## src/rtl/led_chain_pkg.sv

```systemverilog
package led_chain_pkg;
  localparam int unsigned DRV_PER_TRIAD = 3;
  localparam int unsigned CH_PER_DRV    = 10;
  localparam int unsigned BYTES_PER_TRI = 30;

  typedef enum logic [2:0] {
    ST_IDLE, ST_GAP, ST_FETCH, ST_LOAD, ST_SHIFT, ST_END
  } seq_st_e;

  function automatic logic [7:0] duty_code(input logic [7:0] level);
    logic [7:0] v;
    v = (level >= 8'hFD) ? 8'hFF : level + 8'd2;
    if (v == 8'hFF)      return 8'h02;
    else if (v == 8'h02) return 8'hFF;
    else                 return v;
  endfunction

  function automatic logic [15:0] setup_word(input logic [1:0] ph);
    case (ph)
      2'd0:    return 16'h13FF;
      2'd1:    return 16'h1403;
      default: return 16'h1021;
    endcase
  endfunction

  // board routing: byte offset inside a triad for (driver, channel)
  function automatic logic [4:0] chan_offset(input logic [1:0] drv, input logic [3:0] ch);
    int idx;
    idx = int'(drv) * 10 + int'(ch);
    case (idx)
      0: return 5'd10;  1: return 5'd8;   2: return 5'd6;   3: return 5'd7;
      4: return 5'd5;   5: return 5'd3;   6: return 5'd4;   7: return 5'd2;
      8: return 5'd0;   9: return 5'd1;
      10: return 5'd18; 11: return 5'd19; 12: return 5'd17; 13: return 5'd15;
      14: return 5'd16; 15: return 5'd14; 16: return 5'd12; 17: return 5'd13;
      18: return 5'd11; 19: return 5'd9;
      20: return 5'd29; 21: return 5'd27; 22: return 5'd28; 23: return 5'd26;
      24: return 5'd24; 25: return 5'd25; 26: return 5'd23; 27: return 5'd21;
      28: return 5'd22; 29: return 5'd20;
      default: return 5'd0;
    endcase
  endfunction
endpackage

```

## src/rtl/led_chain_tick.sv

```systemverilog
module led_chain_tick #(
  parameter int unsigned DIV_W = 8
) (
  input  logic             clk_i,
  input  logic             rst_ni,
  input  logic [DIV_W-1:0] div_i,
  output logic             tick_o
);
  logic [DIV_W-1:0] cnt_q;

  assign tick_o = (cnt_q >= div_i);

  always_ff @(posedge clk_i or negedge rst_ni) begin
    if (!rst_ni)     cnt_q <= '0;
    else if (tick_o) cnt_q <= '0;
    else             cnt_q <= cnt_q + 1'b1;
  end
endmodule

```

## src/rtl/led_chain_shift.sv

```systemverilog
module led_chain_shift #(
  parameter int unsigned WORD_W = 16
) (
  input  logic              clk_i,
  input  logic              rst_ni,
  input  logic              tick_i,
  input  logic              load_i,
  input  logic [WORD_W-1:0] word_i,
  output logic              sclk_o,
  output logic              mosi_o,
  output logic              done_o
);
  localparam int unsigned CNT_W = $clog2(WORD_W);

  logic [WORD_W-1:0] sr_q;
  logic [CNT_W-1:0]  bit_q;
  logic              act_q, sclk_q, done_q;

  assign sclk_o = sclk_q;
  assign mosi_o = sr_q[WORD_W-1];
  assign done_o = done_q;

  always_ff @(posedge clk_i or negedge rst_ni) begin
    if (!rst_ni) begin
      sr_q <= '0; bit_q <= '0; act_q <= 1'b0; sclk_q <= 1'b0; done_q <= 1'b0;
    end else begin
      done_q <= 1'b0;
      if (load_i && !act_q) begin
        sr_q <= word_i; bit_q <= '0; act_q <= 1'b1; sclk_q <= 1'b0;
      end else if (act_q && tick_i) begin
        if (!sclk_q) begin
          sclk_q <= 1'b1;                 // receiver samples here
        end else begin
          sclk_q <= 1'b0;
          if (bit_q == CNT_W'(WORD_W - 1)) begin
            act_q  <= 1'b0;
            done_q <= 1'b1;
          end else begin
            sr_q  <= {sr_q[WORD_W-2:0], 1'b0};
            bit_q <= bit_q + 1'b1;
          end
        end
      end
    end
  end
endmodule

```

## src/rtl/led_chain_refresh.sv

```systemverilog
module led_chain_refresh
  import led_chain_pkg::*;
#(
  parameter int unsigned N_TRIADS = 2,
  parameter int unsigned DIV_W    = 8,
  localparam int unsigned ADDR_W  = $clog2(BYTES_PER_TRI * N_TRIADS),
  localparam int unsigned TRI_W   = (N_TRIADS > 1) ? $clog2(N_TRIADS) : 1
) (
  input  logic              clk_i,
  input  logic              rst_ni,
  input  logic              start_i,
  input  logic [DIV_W-1:0]  div_i,
  output logic              mem_rd_o,
  output logic [ADDR_W-1:0] mem_addr_o,
  input  logic [7:0]        mem_rdata_i,
  output logic              sclk_o,
  output logic              mosi_o,
  output logic              cs_no,
  output logic              busy_o
);
  seq_st_e          st_q;
  logic             busy_q, cs_nq, setup_done_q, in_setup_q, gap_q;
  logic [1:0]       ph_q, drv_q;
  logic [3:0]       chan_q;
  logic [TRI_W-1:0] tri_q;
  logic             tick, sh_done;
  logic [15:0]      sh_word;

  led_chain_tick #(.DIV_W(DIV_W)) u_tick (
    .clk_i(clk_i), .rst_ni(rst_ni), .div_i(div_i), .tick_o(tick)
  );

  led_chain_shift #(.WORD_W(16)) u_shift (
    .clk_i(clk_i), .rst_ni(rst_ni), .tick_i(tick),
    .load_i(st_q == ST_LOAD), .word_i(sh_word),
    .sclk_o(sclk_o), .mosi_o(mosi_o), .done_o(sh_done)
  );

  always_comb begin
    mem_addr_o = ADDR_W'(tri_q) * ADDR_W'(BYTES_PER_TRI) + ADDR_W'(chan_offset(drv_q, chan_q));
    mem_rd_o   = (st_q == ST_FETCH) && !in_setup_q;
    sh_word    = in_setup_q ? setup_word(ph_q) : {4'b0, chan_q, duty_code(mem_rdata_i)};
  end

  assign cs_no  = cs_nq;
  assign busy_o = busy_q;

  always_ff @(posedge clk_i or negedge rst_ni) begin
    if (!rst_ni) begin
      st_q <= ST_IDLE; busy_q <= 1'b0; cs_nq <= 1'b1; setup_done_q <= 1'b0;
      in_setup_q <= 1'b0; gap_q <= 1'b0; ph_q <= '0; drv_q <= '0;
      chan_q <= '0; tri_q <= '0;
    end else begin
      unique case (st_q)
        ST_IDLE: if (start_i) begin
          busy_q     <= 1'b1;
          in_setup_q <= !setup_done_q;
          ph_q       <= '0;
          chan_q     <= '0;
          gap_q      <= 1'b0;
          st_q       <= ST_GAP;
        end
        ST_GAP: if (tick) begin
          if (gap_q) begin
            cs_nq <= 1'b0;
            tri_q <= TRI_W'(N_TRIADS - 1);   // farthest word first
            drv_q <= 2'd2;
            st_q  <= ST_FETCH;
          end else begin
            gap_q <= 1'b1;
          end
        end
        ST_FETCH: st_q <= ST_LOAD;
        ST_LOAD:  st_q <= ST_SHIFT;
        ST_SHIFT: if (sh_done) begin
          if (tri_q == '0 && drv_q == 2'd0) begin
            st_q <= ST_END;
          end else begin
            if (drv_q == 2'd0) begin
              drv_q <= 2'd2;
              tri_q <= tri_q - 1'b1;
            end else begin
              drv_q <= drv_q - 1'b1;
            end
            st_q <= ST_FETCH;
          end
        end
        ST_END: if (tick) begin
          cs_nq <= 1'b1;
          gap_q <= 1'b0;
          if (in_setup_q) begin
            if (ph_q == 2'd2) begin
              in_setup_q   <= 1'b0;
              setup_done_q <= 1'b1;
            end else begin
              ph_q <= ph_q + 1'b1;
            end
            st_q <= ST_GAP;
          end else if (chan_q == 4'(CH_PER_DRV - 1)) begin
            busy_q <= 1'b0;
            st_q   <= ST_IDLE;
          end else begin
            chan_q <= chan_q + 1'b1;
            st_q   <= ST_GAP;
          end
        end
        default: st_q <= ST_IDLE;
      endcase
    end
  end
endmodule

```

## config.mk

```make
export PLATFORM = sky130hd
export DESIGN_NAME = led_chain_refresh
export DESIGN_NICKNAME = d
export VERILOG_FILES = /design/src/rtl/led_chain_pkg.sv /design/src/rtl/led_chain_tick.sv /design/src/rtl/led_chain_shift.sv /design/src/rtl/led_chain_refresh.sv
export SDC_FILE = /design/constraint.sdc
export NUM_CORES = 1
export LEC_CHECK = 0
export BUFFER_PORTS_ARGS = -buffer_cell sky130_fd_sc_hd__buf_4
export CAP_MARGIN = 20
export CELL_PAD_IN_SITES_DETAIL_PLACEMENT = 1
export CELL_PAD_IN_SITES_GLOBAL_PLACEMENT = 1
export CORE_ASPECT_RATIO = 0.9
export CORE_MARGIN = 4
export CORE_UTILIZATION = 45
export CTS_BUF_LIST = sky130_fd_sc_hd__clkbuf_8
export DETAILED_ROUTE_END_ITERATION = 12
export GPL_TIMING_DRIVEN = 0
export PLACE_DENSITY = 0.82
export REMOVE_ABC_BUFFERS = 1
export SETUP_SLACK_MARGIN = 0.05
export SLEW_MARGIN = 20
export SYNTH_ARGS = -nofsm -noshare
export SYNTH_HDL_FRONTEND = slang
export SYNTH_HIERARCHICAL = 1
export SYNTH_SLANG_ARGS = --single-unit
```

## constraint.sdc

```tcl
create_clock -name clk_i -period 4.7 [get_ports clk_i]
set_input_delay 0.47 -clock clk_i [delete_from_list [all_inputs] [get_ports clk_i]]
set_output_delay 0.47 -clock clk_i [all_outputs]
set_load 0.05 [all_outputs]
```

==> results.py, run 1 <==
metrics = {
    "outcome": {
        "status": "complete, no violations",
    },
    "drt": {
        "post-route-drc-count": 0,
        "num_vias": 2929,
        "drt-pass1-iter-count": 4,
        "ant_nets": 0,
        "routed_wl_mm": 8.71,
        "wl_per_cell_um": 17.3,
        "viasPerCell": 5.81,
        "drtIter0Drc": 76,
    },
    "critical_path": {
        "worstReg2RegEnd": "u_shift/sr_q[8]",
        "end_kind": "primary output",
        "cp_max_fo": 14,
        "reg2reg_depth": 7,
        "r2r_start": "u_tick/cnt_q[6]",
        "required_ns": 4.23,
        "cp.arrival_ns": 3.95,
        "reg2reg_slack_ns": 1.41,
        "crit_path_end": "mem_addr_o[4]",
        "crit_type": "register to primary output",
        "cp-startpoint": "drv_q[1]",
        "critPathLaunchType": "register",
    },
    "die": {
        "coreArea_mm2": 0.00811,
        "start_util_pct": 46.5,
        "io_pins": 30,
        "die_h_um": 94.8,
        "die_x_um": 104,
        "dieArea_mm2": 0.00990,
        "std_cell_rows": 31,
    },
    "placement": {
        "hpwlAfterDp_mm": 6.48,
        "dpl.cell_count": 496,
        "portBuffers": 29,
        "routabilityCongestion": 0.839,
    },
    "clocking": {
        "htreeDepth": 2,
        "clk_latency_ns": 0.31,
        "clockBufferDepth": 2,
        "ctsResizeCount": 0,
        "cts.hold.buffers_added": 0,
        "cts_tree": "done",
        "cts_setup_buffers": 0,
        "cts-root-buf": "clkbuf_8",
        "cts.sinks": 48,
        "numCtsBuffers": 5,
        "clk_pin_slew_ns": 0.10,
    },
    "run": {
        "drv_cap": 0,
    },
    "logic_synthesis": {
        "ys_async_sr_fraction_pct": 100,
        "yosysWarningCount": 6,
        "synth.top_cells.by_area": "dfrtp_1, ha_1, mux2_4",
        "synthFlopType": "dfrtp_1",
        "synth_common_cells": "dfrtp_1, nor2_1, ha_1",
        "synth.distinct_cells": 76,
        "synth-edff-count": 0,
        "syn_inst": 383,
        "avgSynthCellArea_um2": 9.84,
        "seq_area_frac_synth_pct": 31.9,
        "yosysMostFrequentCell": "dfrtp_1",
        "ys_ff_latch": 48,
        "synth_top_area_share_pct": 31.2,
        "synth_largest_area_cell": "dfrtp_1",
        "syn_area_mm2": 0.00377,
    },
    "sta": {
        "clock_skew_ns": 0.00751,
        "final-setup-viol-count": 0,
        "rsz0062_at_grt": "no",
        "finalCriticalPeriod_ns": 4.42,
        "finalHoldViolCount": 0,
        "maxSlewViolCount": 0,
        "post-route-period-util_pct": 94.0,
        "max_freq_ghz": 0.226,
        "worst_pin_slew_ns": 0.895,
        "slew_headroom_pct": 40.4,
        "hold_slack_ns": 0.174,
        "tns_ns": 0,
    },
    "global_route": {
        "grt_pass1_wl_mm": 15.0,
        "track_usage_pct": 18.3,
        "grt_pass1_vias": 3124,
        "grt_max_degree": 49,
        "overflow": 0,
        "antenna_found_initial": 0,
    },
    "finish": {
        "drive_above_1_share_pct": 22.0,
        "antennaDiodeCount": 0,
        "fillCellCount": 944,
        "syn_to_final_growth_pct": 8.43,
        "instances_no_fill": 504,
        "utilization_pct": 50.4,
        "fin_nets": 452,
    },
    "power_and_ir_drop": {
        "power_w": 0.00258,
        "peakVddDrop_mv": 0.514,
        "p_leak_nw": 1.89,
        "power_density_mw_per_mm2": 631,
    },
    "min_path": {
        "min_path_type": "primary input to asynchronous set/reset pin",
    },
}
[cell usage in the layout (no fill, tap or decap), types with 3 or more instances in the layout]
cell type and n:
ha_1 27, o22ai_1 3, nand2b_1 9, a21o_1 6, mux2_4 19, and3_1 6
buf_4 29, dfrtp_1 47, xor2_1 9, nor2_1 29, a31oi_1 8, nand3_1 15
inv_1 25, and2_1 3, nor3_1 9, o211ai_1 3, a211oi_1 3, xnor2_1 12
mux2_2 12, a21oi_1 16, clkbuf_8 5, o21ai_0 17, nand2_1 18, o21ai_1 3
conb_1 3, nor2b_1 4, nor4b_1 3, a41oi_1 5
[critical path: stages, from the launching register on]
cell	delay [ns]
dfrtp_1	0.63
inv_1	0.25
fa_2	0.76
inv_1	0.07
ha_1	0.28
nand2_1	0.05
a311oi_1	0.56
ha_1	0.35
a21o_1	0.15
a21oi_1	0.18
xnor2_1	0.14
buf_4	0.22
[report_power, final]
group	switching, W	internal (W)	leakage [nW]
sequential	0.000186	0.000524	0.619
combinational	0.000981	0.000631	1.23
clock	0.000150	0.000104	0.0479
total	0.00132	0.00126	1.89
[final cells by class]
cell class              instances  area [um^2]  area share, %
well taps                      99          124           3.03
multi-input cells             295         2360           57.8
clock inverters                 3         18.8          0.459
clock buffers                   5         68.8           1.68
flip-flops and latches         48         1200           29.4
repair buffers                 29          218           5.33
inverters                      25         93.8           2.30
[how the worst min path moves through the flow]
stage	start	to	slack, ns
after floorplan	rst_ni	busy_o	0.17
after global placement	setup_done_q	setup_done_q	0.45
after detailed placement	setup_done_q	setup_done_q	0.46
after CTS	rst_ni	u_shift/sr_q[15]	0.19
after global routing	rst_ni	u_shift/sr_q[15]	0.21
final	rst_ni	u_shift/sr_q[15]	0.17
[per-layer routing]
layer	wire length (um)	global-route usage, %	vias to the layer above
met2	4340	32.0	40
li1	-	-	1426
met5	0	0	-
met1	4060	24.4	1456
met3	224	2.26	7
met4	86	3.77	0
[sequential cells by signal, summed over array words and instances (netlist names)]
register / flops
busy_o: 1
chan_q: 4
cs_no: 1
drv_q: 2
gap_q: 1
in_setup_q: 1
ph_q: 2
setup_done_q: 1
st_q: 3
tri_q: 1
u_shift/act_q: 1
u_shift/bit_q: 4
u_shift/done_o: 1
u_shift/sclk_o: 1
u_shift/sr_q: 16
u_tick/cnt_q: 8
[cells by family (layout without fill, tap and decap cells)]
| kind of cell | Yosys count | in the layout | share of synthesized area, % |
|---|---|---|---|
| simple gates | 117 | 117 | 16.8 |
| compound gates | 90 | 90 | 17.9 |
| flops | 48 | 48 | 31.9 |
| buf+inv | 42 | 62 | 5.71 |
| mux | 33 | 33 | 11.7 |
| fa+ha+maj | 29 | 29 | 10.0 |
| xor+xnor | 23 | 23 | 5.91 |
| other cells | 1 | 3 | 0.0995 |
[through the flow]
step / setup WS (ns) / area (um^2)
after global routing: 0.0566 / 4090
final: 0.282 / 4090
after detailed placement: 0.483 / 4000
after floorplan: 0.784 / 3650
after CTS: 0.142 / 4080
after global placement: 0.591 / 4000
(Power assumes the default switching activity.)
==> run 2, diff against run 1 <==
- CORE_MARGIN: 4 -> default
- CTS_BUF_LIST: sky130_fd_sc_hd__clkbuf_8 -> default
==> run 2 against run 1 <==
  * The run now ends with design-rule violations left
  * Power is 1.8% higher
  * Worst setup slack lost 0.0013 ns
  * Flip-flop and latch count stayed put
  * Largest power group unchanged
==> results.py, run 2 (synthesized netlist as in run 1, its figures left out) <==
metrics = {
    "drt": {
        "post-route-drc-count": 2,
        "ant_nets": 0,
        "routed_wl_mm": 8.55,
        "drtIter0Drc": 94,
        "drt-pass1-iter-count": 8,
        "viasPerCell": 5.79,
        "num_vias": 2917,
        "wl_per_cell_um": 17.0,
    },
    "placement": {
        "dpl.cell_count": 496,
        "hpwlAfterDp_mm": 6.54,
        "routabilityCongestion": 0.813,
        "portBuffers": 29,
    },
    "outcome": {
        "failed_checks": "design-rule violations",
        "status": "complete, but fails checks",
    },
    "run": {
        "drv_cap": 0,
    },
    "finish": {
        "syn_to_final_growth_pct": 9.33,
        "mostFrequentLayoutCell": "dfrtp_1",
        "top_regs": "u_shift/sr_q x16, u_tick/cnt_q x8",
        "instances_no_fill": 504,
        "final_cell_mix": "dfrtp_1, nor2_1, buf_4",
        "fin_nets": 452,
        "drive_above_1_share_pct": 22.0,
        "largest_reg_flops": 16,
        "utilization_pct": 51.1,
        "top_register": "u_shift/sr_q",
        "fillCellCount": 921,
        "antennaDiodeCount": 0,
    },
    "critical_path": {
        "end_kind": "primary output",
        "crit_type": "register to primary output",
        "critPathLaunchType": "register",
        "reg2reg_slack_ns": 1.36,
        "cp.arrival_ns": 3.95,
        "r2r_start": "u_tick/cnt_q[7]",
        "cp_max_fo": 14,
        "worstReg2RegEnd": "u_shift/sr_q[5]",
        "reg2reg_depth": 7,
        "required_ns": 4.23,
    },
    "sta": {
        "post-route-period-util_pct": 94.0,
        "hold_slack_ns": 0.167,
        "clock_skew_ns": 0.00501,
        "slew_headroom_pct": 38.3,
        "tns_ns": 0,
        "max_freq_ghz": 0.226,
        "rsz0062_at_grt": "no",
        "final-setup-viol-count": 0,
        "maxSlewViolCount": 0,
        "finalHoldViolCount": 0,
        "finalCriticalPeriod_ns": 4.42,
        "worst_pin_slew_ns": 0.925,
    },
    "clocking": {
        "cts.hold.buffers_added": 0,
        "clockBufferDepth": 2,
        "cts.sinks": 48,
        "clk_pin_slew_ns": 0.09,
        "cts_setup_buffers": 0,
        "numCtsBuffers": 5,
        "clk_latency_ns": 0.30,
        "cts_tree": "done",
        "htreeDepth": 2,
        "cts-root-buf": "clkbuf_8",
    },
    "global_route": {
        "grt_pass1_wl_mm": 14.5,
        "track_usage_pct": 20.7,
        "antenna_found_initial": 0,
        "overflow": 0,
        "grt_pass1_vias": 2959,
        "grt_max_degree": 49,
    },
    "power_and_ir_drop": {
        "power_density_mw_per_mm2": 637,
        "peakVddDrop_mv": 0.653,
        "p_leak_nw": 1.91,
    },
    "die": {
        "std_cell_rows": 31,
        "start_util_pct": 46.7,
        "coreArea_mm2": 0.00807,
        "io_pins": 30,
        "die_h_um": 88.8,
        "die_x_um": 98.5,
        "dieArea_mm2": 0.00875,
    },
    "min_path": {
        "min_path_type": "primary input to asynchronous set/reset pin",
    },
}
## run 2: cell count changes in the layout (fill, tap and decap cells not counted), sizes merged
cell / delta
clkinv: -2
clkbuf: +1
bufinv: +1
## run 2: worst max-delay path: stages, from the launching register on
cell	delay (ns)
dfrtp_1	0.64
inv_1	0.26
fa_2	0.78
inv_1	0.07
ha_1	0.27
nand2_1	0.05
a311oi_1	0.54
ha_1	0.34
a21o_1	0.16
a21oi_1	0.18
xnor2_1	0.14
buf_4	0.22
## run 2: worst max path at each step
| stage | from | to | slack (ns) | depth (start not counted) |
|---|---|---|---|---|
| after global placement | drv_q[1] | mem_addr_o[4] | 0.60 | 11 |
| after detailed placement | drv_q[1] | mem_addr_o[4] | 0.50 | 11 |
| final | drv_q[1] | mem_addr_o[4] | 0.28 | 11 |
| after floorplan | drv_q[1] | mem_addr_o[4] | 0.78 | 11 |
| after CTS | drv_q[1] | mem_addr_o[4] | 0.16 | 11 |
| after global routing | drv_q[1] | mem_addr_o[4] | 0.05 | 11 |
## run 2: final cells by class
cell class	count	area (um^2)	area share (%)
Clock buffer	6	82.6	2.00
Tap cell	99	124	3.01
Sequential cell	48	1200	29.2
Inverter	25	93.8	2.28
Multi-Input combinational cell	295	2360	57.3
Timing Repair Buffer	29	218	5.28
Clock inverter	2	38.8	0.941
## run 2: metal layers
metal	up-vias	track usage (%)	share of wire [%]	routed length [um]
met5	-	0	0	0
met3	7	2.84	2.1	181
met2	33	36.3	49	4220
met1	1450	27.8	48	4070
li1	1427	-	-	-
met4	0	4.07	0.87	74
## run 2: report_power, final
part / leakage [nW] / internal (W) / switching, W / total [W]
registers: 0.619 / 0.000524 / 0.000185 / 0.000709
logic: 1.23 / 0.000629 / 0.000968 / 0.00160
clock network: 0.0614 / 0.000174 / 0.000143 / 0.000317
total: 1.91 / 0.00133 / 0.00130 / 0.00262
## run 2: stage by stage
stage | worst slack, ns | area, um^2 | total power, W
after floorplan | 0.784 | 3650 | 0.00190
after global placement | 0.598 | 4000 | 0.00224
after detailed placement | 0.498 | 4000 | 0.00232
after CTS | 0.156 | 4120 | 0.00264
after global routing | 0.0505 | 4120 | 0.00282
final | 0.280 | 4120 | 0.00262
## run 2: timing repair
item / 4_1_cts / 5_1_grt
endpoints found under the setup margin: 0 / 1
hold endpoints to repair: 0 / 0
gates resized for setup: 0 / 1
